### config.mk
export PLATFORM = sky130hd
export DESIGN_NAME = cof_trace_buffer
export DESIGN_NICKNAME = d
export VERILOG_FILES = /design/src/rtl/cftb_pkg.sv /design/src/rtl/cftb_capture_filter.sv /design/src/rtl/cftb_store.sv /design/src/rtl/cftb_read.sv /design/src/rtl/cof_trace_buffer.sv
export SDC_FILE = /design/constraint.sdc
export NUM_CORES = 2
export LEC_CHECK = 0
export ABC_CLOCK_PERIOD_IN_PS = 10220
export BUFFER_PORTS_ARGS = -buffer_cell sky130_fd_sc_hd__buf_2
export CAP_MARGIN = 10
export CORE_MARGIN = 3
export CORE_UTILIZATION = 35
export CTS_CLUSTER_DIAMETER = 150
export DETAILED_ROUTE_END_ITERATION = 6
export HOLD_SLACK_MARGIN = 0.12
export PLACE_DENSITY = 0.51
export SLEW_MARGIN = 20
export SYNTH_ARGS = -nofsm -noshare
export SYNTH_HDL_FRONTEND = slang
export SYNTH_SLANG_ARGS = --single-unit
### constraint.sdc
create_clock -name clk -period 10.22 [get_ports clk]
set_clock_uncertainty 0.05 [all_clocks]
set_input_delay 2.044 -clock clk [delete_from_list [all_inputs] [get_ports clk]]
set_output_delay 2.044 -clock clk [all_outputs]
set_load 0.02 [all_outputs]
### src/rtl/cftb_pkg.sv
// Package: shared codes for the change-of-flow trace buffer.
// Assumes the processor side supplies the cycle and flow-kind codes below.
package cftb_pkg;

    typedef enum logic [1:0] {
        MODE_NORMAL  = 2'd0,
        MODE_LOOP    = 2'd1,
        MODE_DETAIL  = 2'd2,
        MODE_PROFILE = 2'd3
    } trace_mode_e;

    // Cycle kinds: bit 1 set marks a data access (read or write).
    localparam logic [1:0] CYC_FETCH = 2'd0;
    localparam logic [1:0] CYC_FREE  = 2'd1;
    localparam logic [1:0] CYC_READ  = 2'd2;
    localparam logic [1:0] CYC_WRITE = 2'd3;

    // Flow-change kinds; codes 1..4 are recorded, others are not.
    localparam logic [2:0] COF_NONE     = 3'd0;
    localparam logic [2:0] COF_BRANCH   = 3'd1;
    localparam logic [2:0] COF_INDIRECT = 3'd2;
    localparam logic [2:0] COF_RETURN   = 3'd3;
    localparam logic [2:0] COF_VECTOR   = 3'd4;
    localparam logic [2:0] COF_DBGVEC   = 3'd5;

endpackage

### src/rtl/cftb_capture_filter.sv
// Module: cftb_capture_filter
// Decides, each clock, how many words (0, 1 or 2) go into the trace store
// and what they are, according to the capture mode. Holds the loop-mode
// compare register that suppresses a repeat of the last stored address.
// Assumes bus_addr already carries the address the processor wants kept
// (branch source, jump target, return target or vector).
module cftb_capture_filter
    import cftb_pkg::*;
#(
    parameter int W = 16
) (
    input  logic              clk,
    input  logic              rst_n,
    input  logic              arm,
    input  logic              arm_rise,
    input  trace_mode_e       mode,
    input  logic              bus_valid,
    input  logic [W-1:0]      bus_addr,
    input  logic [W-1:0]      bus_data,
    input  logic [1:0]        cyc_kind,
    input  logic [2:0]        cof_kind,
    input  logic              evt_store,
    output logic [1:0]        wr_cnt,
    output logic [W-1:0]      wr_w0,
    output logic [W-1:0]      wr_w1
);

    logic         loop_vld_q;
    logic [W-1:0] loop_addr_q;
    logic         cof_ok;
    logic         loop_hit;
    logic         live;
    logic         loop_load;

    // Classify the current cycle against the loop compare value.
    always_comb begin
        live      = arm && bus_valid;
        cof_ok    = (cof_kind == COF_BRANCH) || (cof_kind == COF_INDIRECT) ||
                    (cof_kind == COF_RETURN) || (cof_kind == COF_VECTOR);
        loop_hit  = loop_vld_q && !arm_rise && (bus_addr == loop_addr_q);
        loop_load = live && (mode == MODE_LOOP) && !evt_store && cof_ok && !loop_hit;
    end

    // Select the words to write for the active mode.
    always_comb begin
        wr_cnt = 2'd0;
        wr_w0  = bus_addr;
        wr_w1  = bus_data;
        if (live) begin
            unique case (mode)
                MODE_NORMAL, MODE_LOOP: begin
                    if (evt_store) begin
                        wr_cnt = 2'd1;
                        wr_w0  = bus_data;
                    end else if (cof_ok && !(mode == MODE_LOOP && loop_hit)) begin
                        wr_cnt = 2'd1;
                    end
                end
                MODE_DETAIL: begin
                    if (cyc_kind[1]) wr_cnt = 2'd2;
                end
                default: wr_cnt = 2'd0;
            endcase
        end
    end

    // Track the last address stored in loop mode; re-arming forgets it.
    always_ff @(posedge clk) begin
        if (!rst_n) begin
            loop_vld_q  <= 1'b0;
            loop_addr_q <= '0;
        end else if (loop_load) begin
            loop_vld_q  <= 1'b1;
            loop_addr_q <= bus_addr;
        end else if (arm_rise) begin
            loop_vld_q  <= 1'b0;
        end
    end

    // profile mode never writes.
    assert_profile_quiet_R6: assert property (@(posedge clk) disable iff (!rst_n)
        (mode == MODE_PROFILE) |-> (wr_cnt == 2'd0));

    // a two-word write only happens in detail mode.
    assert_detail_pair_R4: assert property (@(posedge clk) disable iff (!rst_n)
        (wr_cnt == 2'd2) |-> (mode == MODE_DETAIL));

    // an address just stored in loop mode is not stored again next clock.
    assert_loop_suppress_R3: assert property (@(posedge clk) disable iff (!rst_n)
        (wr_cnt == 2'd1 && mode == MODE_LOOP && !evt_store && arm) |=>
        !(mode == MODE_LOOP && !arm_rise && !evt_store && bus_addr == $past(bus_addr))
        || (wr_cnt == 2'd0));

endmodule

### src/rtl/cftb_store.sv
// Module: cftb_store
// Circular word store with a write pointer and a saturating count of valid
// words. Takes up to two words per clock (first at the pointer, second just
// after it). Assumes DEPTH is a power of two so the pointer wraps by itself.
module cftb_store #(
    parameter int DEPTH = 64,
    parameter int W     = 16,
    localparam int PW   = $clog2(DEPTH),
    localparam int CW   = PW + 1
) (
    input  logic          clk,
    input  logic          rst_n,
    input  logic          arm_rise,
    input  logic [1:0]    wr_cnt,
    input  logic [W-1:0]  wr_w0,
    input  logic [W-1:0]  wr_w1,
    input  logic [PW-1:0] rd_idx,
    output logic [W-1:0]  rd_word,
    output logic [PW-1:0] wptr,
    output logic [CW-1:0] count,
    output logic          full
);

    logic [W-1:0]  mem_q [DEPTH];
    logic [PW-1:0] wptr_q;
    logic [CW-1:0] count_q;
    logic [PW-1:0] base_ptr;
    logic [PW-1:0] next_ptr;
    logic [CW-1:0] base_cnt;
    logic [CW:0]   cnt_sum;

    // Start from a clean pointer and count in the cycle the trace is re-armed.
    always_comb begin
        base_ptr = arm_rise ? '0 : wptr_q;
        base_cnt = arm_rise ? '0 : count_q;
        next_ptr = base_ptr + 1'b1;
        cnt_sum  = {1'b0, base_cnt} + {{(CW - 1){1'b0}}, wr_cnt};
    end

    // Advance the pointer and the saturating count.
    always_ff @(posedge clk) begin
        if (!rst_n) begin
            wptr_q  <= '0;
            count_q <= '0;
        end else begin
            wptr_q  <= base_ptr + {{(PW - 2){1'b0}}, wr_cnt};
            count_q <= (cnt_sum > DEPTH) ? CW'(DEPTH) : cnt_sum[CW-1:0];
        end
    end

    // Write the storage array; contents need no reset since reads are gated.
    always_ff @(posedge clk) begin
        if (wr_cnt != 2'd0) mem_q[base_ptr] <= wr_w0;
        if (wr_cnt == 2'd2) mem_q[next_ptr] <= wr_w1;
    end

    assign rd_word = mem_q[rd_idx];
    assign wptr    = wptr_q;
    assign count   = count_q;
    assign full    = (count_q == CW'(DEPTH));

    // the count never goes past the depth.
    assert_count_bound_R7: assert property (@(posedge clk) disable iff (!rst_n)
        count_q <= CW'(DEPTH));

    // below saturation, the count grows by exactly the words written.
    assert_count_step_R7: assert property (@(posedge clk) disable iff (!rst_n)
        (!arm_rise && count_q <= CW'(DEPTH - 2)) |=>
        (count_q == $past(count_q) + {{(CW - 2){1'b0}}, $past(wr_cnt)}));

    // once full, the store stays full until re-armed.
    assert_full_sticky_R7: assert property (@(posedge clk) disable iff (!rst_n)
        (full && !arm_rise) |=> full);

endmodule

### src/rtl/cftb_read.sv
// Module: cftb_read
// Read side: keeps the read position relative to the oldest stored word,
// forms the store index, and picks what rd_data shows (stored word, zero
// past the valid words, or the last executed address in profile mode).
// Assumes the store reports pointer, count and full for the same clock.
module cftb_read
    import cftb_pkg::*;
#(
    parameter int DEPTH = 64,
    parameter int W     = 16,
    localparam int PW   = $clog2(DEPTH),
    localparam int CW   = PW + 1
) (
    input  logic          clk,
    input  logic          rst_n,
    input  logic          arm_rise,
    input  trace_mode_e   mode,
    input  logic          rd_en,
    input  logic          exec_valid,
    input  logic [W-1:0]  exec_addr,
    input  logic [PW-1:0] wptr,
    input  logic [CW-1:0] count,
    input  logic          full,
    input  logic [W-1:0]  rd_word,
    output logic [PW-1:0] rd_idx,
    output logic [W-1:0]  rd_data
);

    logic [PW-1:0] rd_off_q;
    logic [W-1:0]  last_exec_q;
    logic          step;

    // Map the read position onto the store, starting at the oldest word.
    always_comb begin
        step   = rd_en && (mode != MODE_PROFILE);
        rd_idx = (full ? wptr : '0) + rd_off_q;
        if (mode == MODE_PROFILE)        rd_data = last_exec_q;
        else if ({1'b0, rd_off_q} < count) rd_data = rd_word;
        else                             rd_data = '0;
    end

    // Move the read position; re-arming returns it to the oldest word.
    always_ff @(posedge clk) begin
        if (!rst_n) rd_off_q <= '0;
        else        rd_off_q <= (arm_rise ? '0 : rd_off_q) + {{(PW - 1){1'b0}}, step};
    end

    // Remember the address of the most recently completed instruction.
    always_ff @(posedge clk) begin
        if (!rst_n)          last_exec_q <= '0;
        else if (exec_valid) last_exec_q <= exec_addr;
    end

    // read strobes do not move the position in profile mode.
    assert_profile_hold_R6: assert property (@(posedge clk) disable iff (!rst_n)
        (mode == MODE_PROFILE && !arm_rise) |=> (rd_off_q == $past(rd_off_q)));

    // a read strobe outside profile mode moves the position by one.
    assert_read_step_R10: assert property (@(posedge clk) disable iff (!rst_n)
        (rd_en && mode != MODE_PROFILE && !arm_rise) |=> (rd_off_q == $past(rd_off_q) + 1'b1));

endmodule

### src/rtl/cof_trace_buffer.sv
// Module: cof_trace_buffer (top)
// 64 x 16 trace memory for a debug unit: captures flow changes, loop-free
// flow changes, full address/data detail or nothing (profile) while armed,
// and serves the history oldest-first through a read strobe.
// Assumes cycle and flow-kind codes are classified upstream.
module cof_trace_buffer
    import cftb_pkg::*;
#(
    parameter int DEPTH = 64,
    parameter int W     = 16
) (
    input  logic                     clk,
    input  logic                     rst_n,
    input  logic                     arm,
    input  logic [1:0]               mode,
    input  logic                     bus_valid,
    input  logic [W-1:0]             bus_addr,
    input  logic [W-1:0]             bus_data,
    input  logic [1:0]               cyc_kind,
    input  logic [2:0]               cof_kind,
    input  logic                     evt_store,
    input  logic                     exec_valid,
    input  logic [W-1:0]             exec_addr,
    input  logic                     rd_en,
    output logic [W-1:0]             rd_data,
    output logic [$clog2(DEPTH):0]   word_count,
    output logic                     full
);

    localparam int PW = $clog2(DEPTH);

    trace_mode_e   mode_e;
    logic          arm_q;
    logic          arm_rise;
    logic [1:0]    wr_cnt;
    logic [W-1:0]  wr_w0;
    logic [W-1:0]  wr_w1;
    logic [PW-1:0] rd_idx;
    logic [PW-1:0] wptr;
    logic [W-1:0]  rd_word;

    assign mode_e   = trace_mode_e'(mode);
    assign arm_rise = arm && !arm_q;

    // Remember the previous arm level to find its rising edge.
    always_ff @(posedge clk) begin
        if (!rst_n) arm_q <= 1'b0;
        else        arm_q <= arm;
    end

    cftb_capture_filter #(.W(W)) u_filter (
        .clk       (clk),
        .rst_n     (rst_n),
        .arm       (arm),
        .arm_rise  (arm_rise),
        .mode      (mode_e),
        .bus_valid (bus_valid),
        .bus_addr  (bus_addr),
        .bus_data  (bus_data),
        .cyc_kind  (cyc_kind),
        .cof_kind  (cof_kind),
        .evt_store (evt_store),
        .wr_cnt    (wr_cnt),
        .wr_w0     (wr_w0),
        .wr_w1     (wr_w1)
    );

    cftb_store #(.DEPTH(DEPTH), .W(W)) u_store (
        .clk      (clk),
        .rst_n    (rst_n),
        .arm_rise (arm_rise),
        .wr_cnt   (wr_cnt),
        .wr_w0    (wr_w0),
        .wr_w1    (wr_w1),
        .rd_idx   (rd_idx),
        .rd_word  (rd_word),
        .wptr     (wptr),
        .count    (word_count),
        .full     (full)
    );

    cftb_read #(.DEPTH(DEPTH), .W(W)) u_read (
        .clk        (clk),
        .rst_n      (rst_n),
        .arm_rise   (arm_rise),
        .mode       (mode_e),
        .rd_en      (rd_en),
        .exec_valid (exec_valid),
        .exec_addr  (exec_addr),
        .wptr       (wptr),
        .count      (word_count),
        .full       (full),
        .rd_word    (rd_word),
        .rd_idx     (rd_idx),
        .rd_data    (rd_data)
    );

    // a disarmed trace keeps its count.
    assert_hold_disarmed_R8: assert property (@(posedge clk) disable iff (!rst_n)
        !arm |=> (word_count == $past(word_count)));

    // right after arming, at most one capture's worth of words is counted.
    assert_rearm_clears_R9: assert property (@(posedge clk) disable iff (!rst_n)
        arm_rise |=> (word_count <= 2));

endmodule

# Word-level counts from Yosys, hierarchy flattened
# Memories as Yosys holds them, arrays and structs flattened.
# Cells that the tools add are included.
[op_classes]
eq_ne = 11
mux = 21
bitwise = 1
reduce_logical = 24
n_addsub = 5
magnitude_cmp = 2
[op_table]
columns = ["operator", "n"]
rows = [
  ["2-to-1 mux 16 bit", 5],
  ["2-to-1 mux 6 bit", 3],
  ["== test 16 bit", 1],
  ["2-to-1 mux 7 bit", 2],
  ["logical AND 1 bit", 11],
  ["adder 7 x 2 -> 8 bit", 1],
  ["> comparator 8 x 7 -> 1 bit (second input constant)", 1],
  ["== test 7 bit (second input constant)", 1],
  ["less-than comparator 6 x 7 -> 1 bit", 1],
  ["2-to-1 mux 1 bit", 7],
  ["adder 6 x 1 -> 6 bit", 1],
  ["adder 6 x 1 -> 6 bit (second input constant)", 1],
  ["adder 6 x 2 -> 6 bit", 1],
  ["adder 6 bit", 1],
  ["== test 2 bit (second input constant)", 3],
  ["== test 3 x 2 -> 1 bit (second input constant)", 2],
  ["2-to-1 mux 2 bit", 3],
  ["logical NOT 1 bit", 5],
  ["one-hot mux 2 bit (2 select lines)", 1],
  ["nonzero test 2 bit", 2],
  ["OR reduction 2 bit", 2],
  ["== test 3 x 1 -> 1 bit (second input constant)", 1],
  ["== test 3 bit (second input constant)", 1],
  ["logical OR 1 bit", 3],
  ["other kinds (4)", 4],
]
[word_totals]
output_inout_bits = 24
elab_cells = 73
reg_bits = 53
memories = 1
input_bits = 62
ramBits = 1024
[mem_list]
columns = ["name", "depth", "width", "read_ports", "rd_clocked_by_memory_dff", "write_ports", "line_no", "text"]
rows = [
  ["u_store.mem_q", 64, 16, 1, 0, 2, "cftb_store.sv:24", "logic [W-1:0] mem_q [DEPTH];"],
]

# Depth between registers and ports, before layout
[logic_depth]
ltp_word = 15
mapped_depth = 16

# Hierarchy
# From an unflattened synthesis, not the netlist that was laid out.
[hier_totals]
cells_unflattened = 3633
area_unflattened_um2 = 56331.5
[modules_own_cells]
columns = ["mod", "cells_per_inst", "area_per_inst_um2", "instances"]
rows = [
  ["cftb_store", 3310, 53441.3, 1],
  ["cftb_read", 158, 1478.9, 1],
  ["cftb_capture_filter", 162, 1371.3, 1],
  ["cof_trace_buffer", 3, 40.0, 1],
]

# Least setup slack after synthesis
# No wires, ideal clock.
[synth_timing]
path_kind = "reg2out"
from = "register u_store.count_q[6], in the netlist u_store.count[6]"
to = "output rd_data[14]"
required_time_ps = 8126
path_buffers = 1
path_stages_with_launch = 11
setup_slack_ps = 3703
arrival_time_ps = 4423
cell_sequence = "dfxtp_1 -> or4b_1 -> nor4_1 -> and2_1 -> ha_1 -> fa_1 -> buf_1 -> mux4_2 -> mux2_2 -> mux4_2 -> a221o_1"
[synth_between]
elab_chain_cells = 6
elab_cells_between_ends = 7
classes_between = "1 x add/sub; 1 x order compare; 1 x eq/ne; 3 x mux; 1 x memory"
[synth_rtl]
columns = ["item", "line_no", "text"]
rows = [
  ["start: declaration", "cftb_store.sv:26", "logic [CW-1:0] count_q;"],
  ["start signal: assignment", "cftb_store.sv:47", "count_q <= (cnt_sum > DEPTH) ? CW'(DEPTH) : cnt_sum[CW-1:0];"],
  ["== test 7 bit", "cftb_store.sv:60", "assign full = (count_q == CW'(DEPTH));"],
  ["named net full", "cof_trace_buffer.sv:27", "output logic full"],
  ["2-to-1 mux 6 bit", "cftb_read.sv:36", "rd_idx = (full ? wptr : '0) + rd_off_q;"],
  ["adder 6 bit", "cftb_read.sv:36", ""],
  ["memory (64 x 16 bit)", "-", ""],
  ["2-to-1 mux 16 bit", "cftb_read.sv:38", "else if ({1'b0, rd_off_q} < count) rd_data = rd_word;"],
  ["2-to-1 mux 16 bit", "cftb_read.sv:37", "if (mode == MODE_PROFILE) rd_data = last_exec_q;"],
  ["end: declaration", "cof_trace_buffer.sv:25", "output logic [W-1:0] rd_data,"],
]
# The timed path passes the listed nets, and every way through them passes these cells.

# Worst setup path after layout
[layout_timing]
from = "register u_store.count_q[6], in the netlist u_store.count[6]"
to = "output rd_data[0]"
[layout_between]
elab_chain_cells = 6
elab_cells_between_ends = 7
classes_between = "1 x add/sub; 1 x order compare; 1 x eq/ne; 3 x mux; 1 x memory"
[layout_rtl]
columns = ["item", "line_no"]
rows = [
  ["== test 7 bit", "cftb_store.sv:60"],
  ["2-to-1 mux 6 bit", "cftb_read.sv:36"],
  ["adder 6 bit", "cftb_read.sv:36"],
  ["memory (64 x 16 bit)", "-"],
  ["2-to-1 mux 16 bit *", "cftb_read.sv:38"],
  ["2-to-1 mux 16 bit *", "cftb_read.sv:37"],
]
# Every way passes the cells marked *; elsewhere a longest branch is shown, timed or not.

==> results.md <==
* Status: complete, no violations
* Top FF cell, synth: edfxtp_1
* Largest cells by area after synthesis: edfxtp_1 54%, mux2_2 20%, mux4_2 10%
* Clock Latency Late Sink at 0.75 ns
* FP Rows at 147
* Worst min path class: reg -> reg
* Final setup violation count at 0
* Most used routing layer in global routing: met2
* Cell taking the most area after synthesis: edfxtp_1
* Internal power at 7819 µW
* M1 GR Usage at 0.3055
* Combinational Power Share at 0.085
* Post-synth EDFFs at 1024
* Syn_nets at 3763
* Mux share of post-synthesis cell area at 0.3212
* Hpwl dp at 108000 µm
* Post-Synth Adder-Cell Area at 0.004797
* Slew @ Worst Pin at 1.162 ns
* CP Launch Type: flip-flop
* R2R setup slack at roughly 5.4 ns
* Synth Area in Compound Gates at 0.03178
* Yosys warning total at 0
* FF+latch count, synth at between 1000 and 1500
* Nets at 3665
* CP startpoint: u_store.count[6]$_SDFF_PN0_
* MaxCap Viol Count at 0
* Post-Synth XOR/XNOR Area at 0.005237
* CP endpoint kind: output pin
* Hold Fails Final Rpt at 0
* Post-synthesis sequential area ratio at 0.5595
* Crit Reg-Reg Endpoint: u_store.mem_q[4][4]$_DFFE_PP_
* Reg2reg start: u_store.wptr[3]$_SDFF_PN0_
* Core Area at 160900 µm²
* Iter 0 DRT Violations at around 3400
* Average cell area after synthesis at 15.45 µm²
* Max Root-Sink Buffers at 3
* Buffers added on ports at 84
* CTS tree: yes
* PD cells at ~160 nW/µm²
* F_max at 117.1 MHz
* Sw Share at 0.2375
* Post-synthesis cell type count at 70
* Combinational family with the most area after synthesis: multiplexers
* Hold Path Sink: u_read.last_exec_q[1]$_SDFFE_PN0P_
* HP Start: u_read.last_exec_q[1]$_SDFFE_PN0P_
* GRT Overall Usage at 0.2213
* Leak pwr at just over 0.02 µW
* WP data required at 8.13 ns
* Async set-or-reset flop fraction in the synthesized netlist at 0
* Post-CTS setup buffer count at 0
* Register-to-Register Path Depth at 6
* Synth top area share at 0.5408
* Worst Path Max Fanout at 31
* Initial antenna violation count at 3
* Reg power frac at 0.474
* Critical path type: reg -> out
* Slew Viols, Final at 0
* Share of cells above drive strength 1 at 0.4882
* Met2 Resource Use GR at 0.3444
* Routability cong. at 0.8139
* Slew margin rel. at 0.2255
* ANT nets after route at 0
* RSZ-0062 raised after global routing: false
* Met3 track demand over resource at 0.05447
* Inserted Clock Buffers at 130
* CTS Sinks at between 1000 and 1500
* # hold bufs at CTS at 0
* Routed vias/inst at about 5.8
* Root buf cell: clkbuf_16
* Power, Total at 10260 µW
* I/O pin count at 86
* Initial Utilization at 0.3533
* Wire per inst at 32.27 µm
* Clock Pin Slew Worst Setup and Hold Paths at 0.05 ns
* Cells after synthesis at 3681
* First-pass GRT wire length at about 270000 µm
* Netlist Area Pre-Place at 56860 µm²
* Chip Height at 409.1 µm
* Vias in the first global route at 33560
* Simple-Gate Fraction of Synth Area at 0.04507
* Largest net degree at the start of global routing at a little over 100
* H-tree levels at 4
* Clock share of power at 0.441
* N_diodes at 0
* Drt pass-1 iters at 5
* Sw power at 2436 µW
* WP data arrival at roughly 6.4 ns
* Setup TNS at 0 ns
* Area growth, synth to finish at 12.58%
* DRC Markers at 0
* Total gr overflow at 0
* Die area at 167300 µm²
* Post-CTS resize count at 0
* Min-Delay Path Depth at 2
* Via count at roughly 34000
* Final period util at 0.8353
* Drt total wl at 188700 µm
* Die X-Extent at just over 400 µm
* Fin crit period at ~8.5 ns
* Peak supply drop at 0.0001750 V
power groups by stage:
stage          combinational (µW)  clock (µW)  sequential, µW
6_report                      868        4530            4860
4_1_cts                       866        4630            4860
2_1_floorplan                 567           0            4950
3_3_place_gp                  854           0            4950
3_5_place_dp                  864           0            4950
5_1_grt                       919        4780            4860
routing by layer:
layer / up-vias / wire (µm)
met5: - / 0
met4: 0 / 5271
met3: 225 / 14640
met2: 1186 / 87600
met1: 18030 / 81190
li1: 14360 / -
cell type report:
type / count / area, µm²
clock inverters: 66 / 560.5
fillers: 14840 / 96920
multi-input cells: 2152 / 23960
flip-flops and latches: 1077 / 31810
well taps: 2160 / 2703
clock buffers: 170 / 3507
repair buffers: 206 / 1414
inverters: 16 / 60.06
worst max-delay path by stage:
stage,end,slack [ns],depth (start not counted)
final,rd_data[0],1.68,12
after detailed placement,rd_data[14],2.13,11
after global routing,rd_data[0],1.33,12
after CTS,rd_data[14],1.30,11
after global placement,rd_data[14],2.30,11
after floorplan,rd_data[14],3.70,10
cell usage in the layout (no fill, tap or decap), types with 23 or more instances in the layout:
master / count
nand2_2: 24
and2_1: 24
xnor2_1: 25
clkinv_1: 25
nor2_1: 53
nand3_1: 154
buf_2: 82
o21ai_0: 69
nand4_1: 24
a22oi_1: 29
mux2_2: 1012
mux2i_1: 108
mux4_2: 257
nor2b_1: 37
buf_4: 114
o31ai_4: 29
o41ai_2: 23
dfxtp_1: 53
edfxtp_1: 1024
clkbuf_16: 133
a21oi_1: 43
nand3_2: 23
nand2_1: 62
clkbuf_1: 33
critical path: stages, from the launching register on:
cell and delay, ns:
dfxtp_1 0.49, or4b_1 0.56, nor4_2 0.50, and2_1 0.22, ha_1 0.36, o21ai_0 0.47, or2_2 0.83, a22oi_1 0.24
buf_4 0.32, a22oi_1 0.50, nand3_1 0.65, o211ai_1 0.32, buf_2 0.21
Yosys cell counts (all sizes together) (29+ instances only):
master	instances
a21oi	44
mux2	1012
a22oi	29
o31ai	39
mux4	257
mux2i	108
nor2	60
nor2b	38
nand2	86
edfxtp	1024
clkbuf	291
nand3	181
o21ai	71
dfxtp	53
buf	145
stage by stage:
step | util | setup slack, ns | hold WS (ns) | cell area (µm²) | cells
after global placement | 0.3719 | 2.301 | 0.4506 | 59850 | 5605
after floorplan | - | 3.703 | 0.4325 | 56860 | 3681
after global routing | 0.3977 | 1.330 | 0.4957 | 64010 | 5847
after detailed placement | 0.3719 | 2.130 | 0.4689 | 59850 | 5605
final | 0.3977 | 1.684 | 0.4816 | 64010 | 5847
after CTS | 0.3972 | 1.300 | 0.4802 | 63920 | 5841
logic make-up (layout without fill, tap and decap cells):
family          Yosys count  count (layout)
mux                    1377            1377
flops                  1077            1077
compound gates          262             262
fa+ha+maj                20              20
xor+xnor                 34              34
buf+inv                 452             458
simple gates            459             459
sequential cells by signal (all words and copies together), names as in the netlist:
name                  flops
arm_q                     1
u_store.mem_q          1024
u_filter.loop_vld_q       1
u_read.rd_off_q           6
u_store.count             7
u_store.wptr              6
u_read.last_exec_q       16
u_filter.loop_addr_q     16
No activity file was read; power rests on OpenSTA's default activity.
